[src/rtl/rab_pkg.sv]
package rab_pkg;
    localparam int RAB_AW  = 16;
    localparam int RAB_LW  = 7;
    localparam int RAB_MAX_RD = 62;
    localparam logic [7:0] RAB_ST_OK  = 8'h01;
    localparam logic [7:0] RAB_ST_ERR = 8'h02;

    typedef enum logic [0:0] {ST_RX, ST_RSP} rab_st_e;

    typedef struct packed {
        rab_st_e           st;
        logic [7:0]        cmd;
        logic [RAB_AW-1:0] addr;
        logic              fifo_mode;
        logic [RAB_LW-1:0] cnt;
        logic              ok;
        logic [RAB_LW-1:0] idx;
        logic [RAB_LW-1:0] need;
        logic [RAB_LW-1:0] len;
        logic [3:0]        dlc;
        logic              wr_en;
        logic [RAB_AW-1:0] wr_addr;
        logic [7:0]        wr_data;
        logic              rsp_valid;
        logic [7:0]        rsp_data;
        logic              rsp_last;
    } rab_state_t;
endpackage

[src/rtl/rab_len_round.sv]
module rab_len_round
    import rab_pkg::*;
(
    input  logic [RAB_LW-1:0] need,
    output logic [RAB_LW-1:0] len,
    output logic [3:0]        dlc
);
    always_comb begin
        if (need <= 7'd8) begin
            len = need;
            dlc = need[3:0];
        end else if (need <= 7'd12) begin
            len = 7'd12; dlc = 4'd9;
        end else if (need <= 7'd16) begin
            len = 7'd16; dlc = 4'd10;
        end else if (need <= 7'd20) begin
            len = 7'd20; dlc = 4'd11;
        end else if (need <= 7'd24) begin
            len = 7'd24; dlc = 4'd12;
        end else if (need <= 7'd32) begin
            len = 7'd32; dlc = 4'd13;
        end else if (need <= 7'd48) begin
            len = 7'd48; dlc = 4'd14;
        end else begin
            len = 7'd64; dlc = 4'd15;
        end
    end
endmodule

[src/rtl/rab_rd_gate.sv]
module rab_rd_gate
    import rab_pkg::*;
#(
    parameter logic [RAB_AW-1:0] FIFO_ADDR = 16'h1010
) (
    input  logic              in_data,
    input  logic [RAB_AW-1:0] addr,
    input  logic              fifo_mode,
    input  logic [7:0]        rd_data,
    output logic              rd_en,
    output logic [7:0]        rd_byte
);
    // A burst that only passes over the FIFO address must not pop it.
    always_comb begin
        rd_en   = in_data && ((addr != FIFO_ADDR) || fifo_mode);
        rd_byte = rd_en ? rd_data : 8'h00;
    end
endmodule

[src/rtl/rab_bridge_top.sv]
module rab_bridge_top
    import rab_pkg::*;
#(
    parameter logic [RAB_AW-1:0] FIFO_ADDR = 16'h1010
) (
    input  logic              clk,
    input  logic              rst_n,
    input  logic              req_valid,
    input  logic [7:0]        req_data,
    input  logic              req_last,
    output logic              reg_wr_en,
    output logic [RAB_AW-1:0] reg_wr_addr,
    output logic [7:0]        reg_wr_data,
    output logic              reg_rd_en,
    output logic [RAB_AW-1:0] reg_rd_addr,
    input  logic [7:0]        reg_rd_data,
    output logic              rsp_valid,
    output logic [7:0]        rsp_data,
    output logic              rsp_last,
    output logic [3:0]        rsp_dlc
);
    localparam logic [RAB_LW-1:0] HDR_LEN = 7'd3;
    localparam logic [RAB_LW-1:0] CNT_SAT = {RAB_LW{1'b1}};

    rab_state_t q, d;

    logic [RAB_LW-1:0] cnt_n, data_rx, need_c, len_c;
    logic [3:0]        dlc_c;
    logic [7:0]        cmd_now;
    logic              ok_c;
    logic              in_data;
    logic [7:0]        rd_byte;

    // Completion check of the request that ends with the current byte.
    always_comb begin
        cnt_n   = (q.cnt == CNT_SAT) ? q.cnt : q.cnt + 7'd1;
        cmd_now = (q.cnt == '0) ? req_data : q.cmd;
        data_rx = (cnt_n >= HDR_LEN) ? cnt_n - HDR_LEN : '0;
        ok_c    = (cnt_n >= HDR_LEN) &&
                  (cmd_now[6] ? ({1'b0, cmd_now[5:0]} <= 7'(RAB_MAX_RD))
                              : (data_rx >= {1'b0, cmd_now[5:0]}));
        need_c  = (ok_c && cmd_now[6]) ? 7'd2 + {1'b0, cmd_now[5:0]} : 7'd2;
    end

    rab_len_round u_round (
        .need (need_c),
        .len  (len_c),
        .dlc  (dlc_c)
    );

    assign in_data = (q.st == ST_RSP) && q.cmd[6] && q.ok &&
                     (q.idx >= 7'd2) && (q.idx < q.need);

    rab_rd_gate #(.FIFO_ADDR(FIFO_ADDR)) u_gate (
        .in_data   (in_data),
        .addr      (q.addr),
        .fifo_mode (q.fifo_mode),
        .rd_data   (reg_rd_data),
        .rd_en     (reg_rd_en),
        .rd_byte   (rd_byte)
    );

    always_comb begin
        d           = q;
        d.wr_en     = 1'b0;
        d.rsp_valid = 1'b0;
        d.rsp_last  = 1'b0;
        d.rsp_data  = 8'h00;
        unique case (q.st)
            ST_RX: begin
                if (req_valid) begin
                    d.cnt = cnt_n;
                    if (q.cnt == 7'd0) begin
                        d.cmd       = req_data;
                        d.addr      = '0;
                        d.fifo_mode = 1'b0;
                    end else if (q.cnt == 7'd1) begin
                        d.addr[15:8] = req_data;
                    end else if (q.cnt == 7'd2) begin
                        d.addr      = {q.addr[15:8], req_data};
                        d.fifo_mode = ({q.addr[15:8], req_data} == FIFO_ADDR);
                    end else if (!q.cmd[6] &&
                                 ((q.cnt - HDR_LEN) < {1'b0, q.cmd[5:0]})) begin
                        d.wr_en   = 1'b1;
                        d.wr_addr = q.addr;
                        d.wr_data = req_data;
                        if (!q.fifo_mode) d.addr = q.addr + 16'd1;
                    end
                    if (req_last) begin
                        d.st   = ST_RSP;
                        d.cnt  = '0;
                        d.idx  = '0;
                        d.ok   = ok_c;
                        d.need = need_c;
                        d.len  = len_c;
                        d.dlc  = dlc_c;
                    end
                end
            end
            ST_RSP: begin
                d.rsp_valid = 1'b1;
                d.idx       = q.idx + 7'd1;
                d.rsp_last  = (q.idx == q.len - 7'd1);
                if (q.idx == 7'd0)      d.rsp_data = q.cmd;
                else if (q.idx == 7'd1) d.rsp_data = q.ok ? RAB_ST_OK : RAB_ST_ERR;
                else if (in_data) begin
                    d.rsp_data = rd_byte;
                    if (!q.fifo_mode) d.addr = q.addr + 16'd1;
                end
                if (q.idx == q.len - 7'd1) d.st = ST_RX;
            end
            default: d.st = ST_RX;
        endcase
    end

    always_ff @(posedge clk) begin
        if (!rst_n) begin
            q    <= '0;
            q.st <= ST_RX;
        end else begin
            q <= d;
        end
    end

    assign reg_wr_en   = q.wr_en;
    assign reg_wr_addr = q.wr_addr;
    assign reg_wr_data = q.wr_data;
    assign reg_rd_addr = q.addr;
    assign rsp_valid   = q.rsp_valid;
    assign rsp_data    = q.rsp_data;
    assign rsp_last    = q.rsp_last;
    assign rsp_dlc     = q.dlc;

    p_port_excl_r2: assert property (@(posedge clk) disable iff (!rst_n)
        !(reg_wr_en && reg_rd_en));

    p_fifo_hold_r6: assert property (@(posedge clk) disable iff (!rst_n)
        (reg_rd_en && q.fifo_mode) |-> (reg_rd_addr == FIFO_ADDR));

    p_skip_zero_r7: assert property (@(posedge clk) disable iff (!rst_n)
        (in_data && !q.fifo_mode && reg_rd_addr == FIFO_ADDR) |=> (rsp_data == 8'h00));

    p_contig_r8: assert property (@(posedge clk) disable iff (!rst_n)
        (rsp_valid && !rsp_last) |=> rsp_valid);

    p_last_valid_r8: assert property (@(posedge clk) disable iff (!rst_n)
        rsp_last |-> rsp_valid);

    p_dlc_hold_r8: assert property (@(posedge clk) disable iff (!rst_n)
        (rsp_valid && !rsp_last) |=> $stable(rsp_dlc));

    p_wr_quiet_r10: assert property (@(posedge clk) disable iff (!rst_n)
        (q.st == ST_RSP && $past(q.st) == ST_RSP) |-> !reg_wr_en);
endmodule

[config.mk]
export PLATFORM = sky130hd
export DESIGN_NAME = rab_bridge_top
export DESIGN_NICKNAME = d
export VERILOG_FILES = /design/src/rtl/rab_pkg.sv /design/src/rtl/rab_len_round.sv /design/src/rtl/rab_rd_gate.sv /design/src/rtl/rab_bridge_top.sv
export SDC_FILE = /design/constraint.sdc
export NUM_CORES = 1
export LEC_CHECK = 0
export ABC_AREA = 1
export BUFFER_PORTS_ARGS = -buffer_cell sky130_fd_sc_hd__buf_2
export CAP_MARGIN = 15
export CORE_UTILIZATION = 35
export DETAILED_ROUTE_END_ITERATION = 8
export MAX_ROUTING_LAYER = met4
export PLACE_DENSITY_LB_ADDON = 0.2
export SLEW_MARGIN = 15
export SYNTH_ARGS = -nofsm -noshare
export SYNTH_HDL_FRONTEND = slang
export SYNTH_SLANG_ARGS = --single-unit
[constraint.sdc]
create_clock -name clk -period 10.5 [get_ports clk]
set_input_delay 2.1 -clock clk [delete_from_list [all_inputs] [get_ports clk]]
set_output_delay 2.1 -clock clk [all_outputs]
set_load 0.01 [all_outputs]
# After elaboration in Yosys (flattened, before gate mapping)
# Index checks and enable logic that the tools add are counted.
# totals
inputBits	20
latchBits	0
word_cells	130
ramBits	0
out_inout_bits	56
n_memories	0
regBits	94
mem_bits_ro	0
# classes
div	0
bitwise_logic	6
n_mul	0
mux	46
eq_ne	17
add_sub_neg	7
shift	0
reduce_logical	23
magnitude_cmp	13
# ops
op	n
25-bit two-way mux	4
16-bit two-way mux	6
84-bit two-way mux	1
7-bit two-way mux	10
8-bit two-way mux	6
33-bit two-way mux	1
16-bit case mux with 2 select lines	1
4-bit two-way mux	6
7-bit by 5-bit less-or-equal comparator with 1-bit output, second input constant	3
6-bit AND reduction	3
17-bit two-way mux	1
16-bit by 1-bit adder with 16-bit output, second input constant	1
16-bit by 13-bit == test with 1-bit output, second input constant	1
16-bit by 13-bit != test with 1-bit output, second input constant	1
7-bit by 1-bit adder with 7-bit output, second input constant	2
7-bit by 1-bit == test with 1-bit output, second input constant	2
7-bit by 2-bit >= comparator with 1-bit output, second input constant	2
7-bit by 4-bit less-or-equal comparator with 1-bit output, second input constant	2
7-bit by 6-bit less-or-equal comparator with 1-bit output, second input constant	2
7-bit logical NOT	2
7-bit case mux with 2 select lines	1
7-bit by 2-bit subtractor with 7-bit output, second input constant	2
4-bit != test, second input constant	3
10-bit two-way mux	1
other kinds (25)	48

# Logic depth before layout (Yosys ltp)
# depth
word_depth	20
mapped_depth	36
depth_no_buf	36

# By module
# A second synthesis with hierarchy kept.
# unflattened
hier_cells	965
area_unflattened_um2	6490.0
# modules_own_cells
module	cells_per_inst	seq_area_each_um2	area_per_inst_um2	n_inst
rab_bridge_top	873	1881.8	6073.3	1
rab_len_round	57	0.0	275.3	1
rab_rd_gate	35	0.0	141.4	1

# Worst setup path after synthesis
# Ideal clock, no wire load.
# synth_timing
path_kind	input to register
start	input port req_data[1]
end	register q, in the netlist rsp_dlc[0]
slack_ns	6.346
required_ns	10.388
n_path_buf	0
arrival_time_ns	4.041
path_stages	23
setup_ns	0.112
cell_sequence	inv_1 o21ai_4 inv_1 ha_1 nand2_1 nand2_1 nand2_1 nand2_1 nand2_1 nand2_1 nand2_1 nand2_1 nand2_1 nand3_4 nand4_1 nor2_1 nand2_1 nand2_1 nand2_2 a21oi_2 nand2_1 nand2_1 nand2_1
# synth_via
elab_chain_len	14
word_cells_on_any_way	22
classes_between	add/sub: 1; order compare: 9; mux: 10; reduce/logical: 2
# synth_lines
item	line_no	rtl
from (decl)	rab_bridge_top.sv:9	input logic [7:0] req_data,
8-bit two-way mux (*)	--	
net cmd_now[1]	rab_bridge_top.sv:29	logic [7:0] cmd_now;
7-bit by 6-bit >= comparator with 1-bit output or 6-bit less-or-equal comparator (tied branches)	rab_bridge_top.sv:41, rab_bridge_top.sv:40	
1-bit two-way mux	rab_bridge_top.sv:40	(cmd_now[6] ? ({1'b0, cmd_now[5:0]} <= 7'(RAB_MAX_RD))
1-bit logical AND	rab_bridge_top.sv:39	ok_c = (cnt_n >= HDR_LEN) &&
1-bit logical AND	rab_bridge_top.sv:42	need_c = (ok_c && cmd_now[6]) ? 7'd2 + {1'b0, cmd_now[5:0]} : 7'd2;
7-bit two-way mux (*)	rab_bridge_top.sv:42	
7-bit by 6-bit less-or-equal comparator with 1-bit output	rab_len_round.sv:22	end else if (need <= 7'd48) begin
1-bit two-way mux	rab_len_round.sv:22	
4-bit two-way mux	rab_len_round.sv:20	end else if (need <= 7'd32) begin
4-bit two-way mux	rab_len_round.sv:18	end else if (need <= 7'd24) begin
4-bit two-way mux	rab_len_round.sv:16	end else if (need <= 7'd20) begin
4-bit two-way mux	rab_len_round.sv:14	end else if (need <= 7'd16) begin
4-bit two-way mux	rab_len_round.sv:12	end else if (need <= 7'd12) begin
4-bit two-way mux (*)	rab_len_round.sv:9	if (need <= 7'd8) begin
to (decl)	rab_bridge_top.sv:25	rab_state_t q, d;
# The timed path passes the listed nets; every way through them passes the cells marked *.
# A chain may end at the register's enable or synchronous reset.

# Worst setup path in the final report
# layout_timing
start	input port req_valid
end	register q[39] (netlist bit)
# layout_via
elab_chain_len	1
# layout_lines
item	line_no	rtl
from (decl)	rab_bridge_top.sv:8	input logic req_valid,
3-bit AND reduction (no source line)	--	
# Every way passes these cells.

==> flow_results.org <==
** Clock network
- Clock-pin slew was measured on the worst setup and hold paths at 0.07 ns.
- Insertion delay of the later-clocked pin in the worst-skew pair :: 0.35 ns
- In this run the post-CTS setup repair buffer count came out at 0.
- For this design, the sink count on the clock tree is 94.
- Total of cells resized after clock tree synthesis :: 0
- The H-tree generated during clock tree synthesis spans 3 levels.
- Total of hold buffers inserted after clock tree synthesis :: 0
- The root buffer cell chosen for the clock tree is clkbuf_16.
- Longest Clk Path Bufs :: 2
- Clock buffers created by TritonCTS :: 9
- TritonCTS built the clock tree.

** Timing
- Number of slew-limit violations in the final report :: 0
- Final Skew :: 0.01176 ns
- Setup violations remaining at the end of the flow were counted as 0.
- Setup repair after global routing left no endpoint under its margin.
- Subtracting the final worst setup slack from the clock period gives 4.495 ns.
- Setup_tns :: 0 ns
- Timing would allow up to 222.5 MHz.
- The number of hold violations in the final report is 0.
- Measured against its own limit, the worst slew margin works out to 0.3725.
- Dividing the final minimum period by the clock period gives 0.4281.
- Slew at the pin closest to its max-slew limit :: 0.9413 ns

** Synthesis
- Fraction of synthesized cell area taken by the top area cell type :: 0.3093
- Synth unique cells :: 51
- Share of synthesized flip-flops with an asynchronous set or reset :: 0
- Yosys printed 0 warnings.
- Synthesized instance count :: 860
- Seq cells post-synth :: 94
- Number of flops mapped to enable cells by yosys :: 0
- The share of the Yosys chip area taken by registers is 0.3093.
- The number of nets in the synthesized netlist is 912.
- Summing every instance area after synthesis gives 0.006083 mm2.
- Most common flop cell mapped by yosys :: dfxtp_1
- Largest cells by area after synthesis :: dfxtp_1 (31%), nand2_1 (8.0%), inv_1 (7.5%)
- Averaged over all synthesized cells, the footprint is 7.074 um2.
- Area leader, netlist :: dfxtp_1

** Route
- Met1 Wirelength :: roughly 8000 um
- Summed over all nets, wire length on met2 after detailed routing comes to 6554 um.
- Across all layers, the routed design uses 5375 vias.
- After the first detailed-routing iteration, the DRC count stood at 360.
- The detail route stage leaves a number of antenna-violating nets equal to 0.
- In the routed layout, each cell is associated on average with a via count of ~5.
- Wire length per cell after detailed routing :: between 10 and 15 um
- After detailed routing, no signal wire sits above met4.
- Final WL :: 15400 um
- In the routed design, unresolved DRC markers number 0.
- Routed wl met3 :: about 560 um
- The first detailed-routing pass ran for 5 iterations.

** Die
- The initialized floorplan defines 47 standard-cell rows.
- The initial utilization of the core area, before any placement, comes to 0.3630.
- Die outline width :: between 100 and 150 um
- Die height :: 133.8 um
- 76 I/O pins were placed.
- Placeable core region :: 0.01676 mm2
- Die outline area :: 0.01791 mm2

** Cells and area
- The filler cells instantiated in the layout total between 1.5k and 2k.
- Share of final-layout standard cells stronger than drive strength 1 :: 0.1621
- For this run, the share of the core covered by cells in the final layout is 0.3897.
- From synthesis to final layout, the design area changed by 7.363%.
- Fin cells :: ~1.1k
- Number of nets in the layout :: 923
- Number of diodes added for antenna fixing :: 0
- After routing the design area is around 0.0065 mm2.

** Power
- Highest ir drop seen on vdd :: 0.08250 mV
- For this design the ratio of total power to cell area is 129.3 mW/mm2.
- For this design the static power due to leakage is 2.890 nW.

** Global route
- Entering global routing, the biggest net connects 54 pins.
- The number of global-route vias before repair is between 4k and 5k.
- The initial antenna violation count came to 0.
- Total global routing track utilization :: 0.1820
- Global-route wire length before repair :: roughly 25000 um
- For this run the aggregate overflow at the end of global routing stands at 0.

** Setup path
- Worst setup slack for register-to-register paths :: ~6 ns
- CP Capture Type :: flop
- In this run the worst path has a maximum fanout of 18.
- For the worst setup path, the data arrival time is 4.77 ns.
- Endpoint of the worst-slack reg-to-reg timing path :: q[39]
- Endpoint required time on the critical path :: 10.78 ns
- Worst Path Class, Setup :: in2reg
- The worst register-to-register path has a depth of 32.
- The startpoint identified for the worst register-to-register timing path is q[61].
- Launching element type of the critical path :: input pin

** Place
- Weighted congestion reported at the end of routability-driven placement :: 0.8195
- Count of buffers from port buffering :: 75
- After detailed placement, the design holds a cell count of 1080.
- Half-perimeter wire length of the detailed placement result :: roughly 12000 um
- Instance area at placement :: 0.006246 mm2

** Hold path
- Worst hold path stage count :: 2
- For hold timing, the worst endpoint is reg_wr_data[4].
- The path class of the tightest hold or removal check is reg2reg.
- Worst hold path startpoint :: reg_wr_data[4]

** Outcome
- Status :: completed

** Run
- Across the run, the number of max-cap violations was 0.
power breakdown:
group | internal (mW) | switching (mW)
sequential | 0.368 | 0.0162
combinational | 0.0474 | 0.0975
clock | 0.174 | 0.141
total | 0.590 | 0.255
logic make-up (layout without fill, tap and decap cells):
| logic type | after synthesis | after routing | synth area share |
|---|---|---|---|
| AOI/OAI and AO/OA | 195 | 195 | 0.1849 |
| xor gates and xnor gates | 30 | 30 | 0.04319 |
| adders and majority gates | 32 | 32 | 0.06582 |
| buffers and inverters | 213 | 229 | 0.1670 |
| DFF | 94 | 94 | 0.3093 |
| and+or+nand+nor | 296 | 296 | 0.2297 |
metrics by stage:
step / total power [mW] / setup slack (ns) / hold WS (ns)
6_report: 0.8447 / 6.005 / 0.4416
2_1_floorplan: 0.5023 / 6.346 / 0.4240
3_3_place_gp: 0.5371 / 5.751 / 0.4312
5_1_grt: 0.8863 / 5.604 / 0.4637
4_1_cts: 0.8499 / 6.037 / 0.4447
3_5_place_dp: 0.5368 / 5.703 / 0.4342
cells in the final DEF, fill, tap and decap left out, types with 4 or more instances in the layout:
cell type  netlist  routed
nor2_1          54      54
nand2_1        130     130
nor2_2           9       9
o22ai_1         13      13
o21ai_0         67      67
xor2_1          25      25
nor4_1           4       4
inv_1          122     122
clkinv_1         5       5
ha_1            32      32
inv_2            7       7
nand2_2         10      10
a211oi_1         6       6
nor3_1           8       8
o21ai_1          4       4
clkbuf_16        0       9
nand4_1         14      14
nand3_1         54      54
xnor2_1          5       5
a21oi_1         73      73
buf_2            0      75
a22oi_1          4       4
dfxtp_1         94      94
Yosys cell counts, types with 3 or more instances:
| master | number |
|---|---|
| nor2_1 | 54 |
| a211oi_1 | 6 |
| xor2_1 | 25 |
| nor2_2 | 9 |
| clkinv_1 | 5 |
| o21ai_1 | 4 |
| ha_1 | 32 |
| a31oi_1 | 3 |
| inv_1 | 122 |
| nand2_1 | 130 |
| nand4_1 | 14 |
| nand3_1 | 54 |
| nor2_4 | 3 |
| xnor2_1 | 5 |
| o2111ai_1 | 3 |
| nand4_2 | 3 |
| buf_4 | 52 |
| dfxtp_1 | 94 |
| o21ai_0 | 67 |
| a21oi_1 | 73 |
| nor3_1 | 8 |
| clkbuf_1 | 21 |
| nor4_1 | 4 |
| inv_2 | 7 |
| a21oi_2 | 3 |
| o22ai_1 | 13 |
| a22oi_1 | 4 |
| nand2_2 | 10 |
per-layer routing:
layer,vias up,track usage
li1,2804,-
met1,2454,0.2565
met2,104,0.2689
met3,13,0.02872
met4,0,0.04609
met5,-,-
flip-flops by register name, indices dropped and copies added, names as in the netlist:
| name | flops |
|---|---|
| reg_wr_en | 1 |
| reg_wr_addr | 16 |
| reg_wr_data | 8 |
| rsp_dlc | 4 |
| reg_rd_addr | 16 |
| rsp_valid | 1 |
| rsp_data | 8 |
| rsp_last | 1 |
| q | 39 |
critical path: stages:
cell,delay [ns]
buf_2,0.09
inv_1,0.06
nor2_1,0.28
clkinv_1,0.53
nor2_1,0.75
nand2_1,0.41
nor2_1,0.18
nand2_1,0.10
a21oi_1,0.15
o21bai_1,0.12
final cells by class:
type                    instances  area, um2  area share
multi-input cells             553       3186      0.4877
flip-flops and latches         94       1882      0.2881
inverters                     137      520.5     0.07969
repair buffers                 76      382.9     0.05862
well taps                     220      275.3     0.04215
clock buffers                  12      256.5     0.03927
clock inverters                 4      28.78    0.004406
worst max-delay path by stage:
stage | startpoint | end | slack, ns | cells past startpoint
floorplan | req_data[1] | rsp_dlc[0] | 6.35 | 23
global placement | req_valid | q[39] | 5.75 | 10
detailed placement | req_valid | q[39] | 5.70 | 10
CTS | q[61] | q[43] | 6.04 | 32
global route | q[61] | q[43] | 5.60 | 33
finish | req_valid | q[39] | 6.01 | 10
No activity file was read; power rests on OpenSTA's default activity.
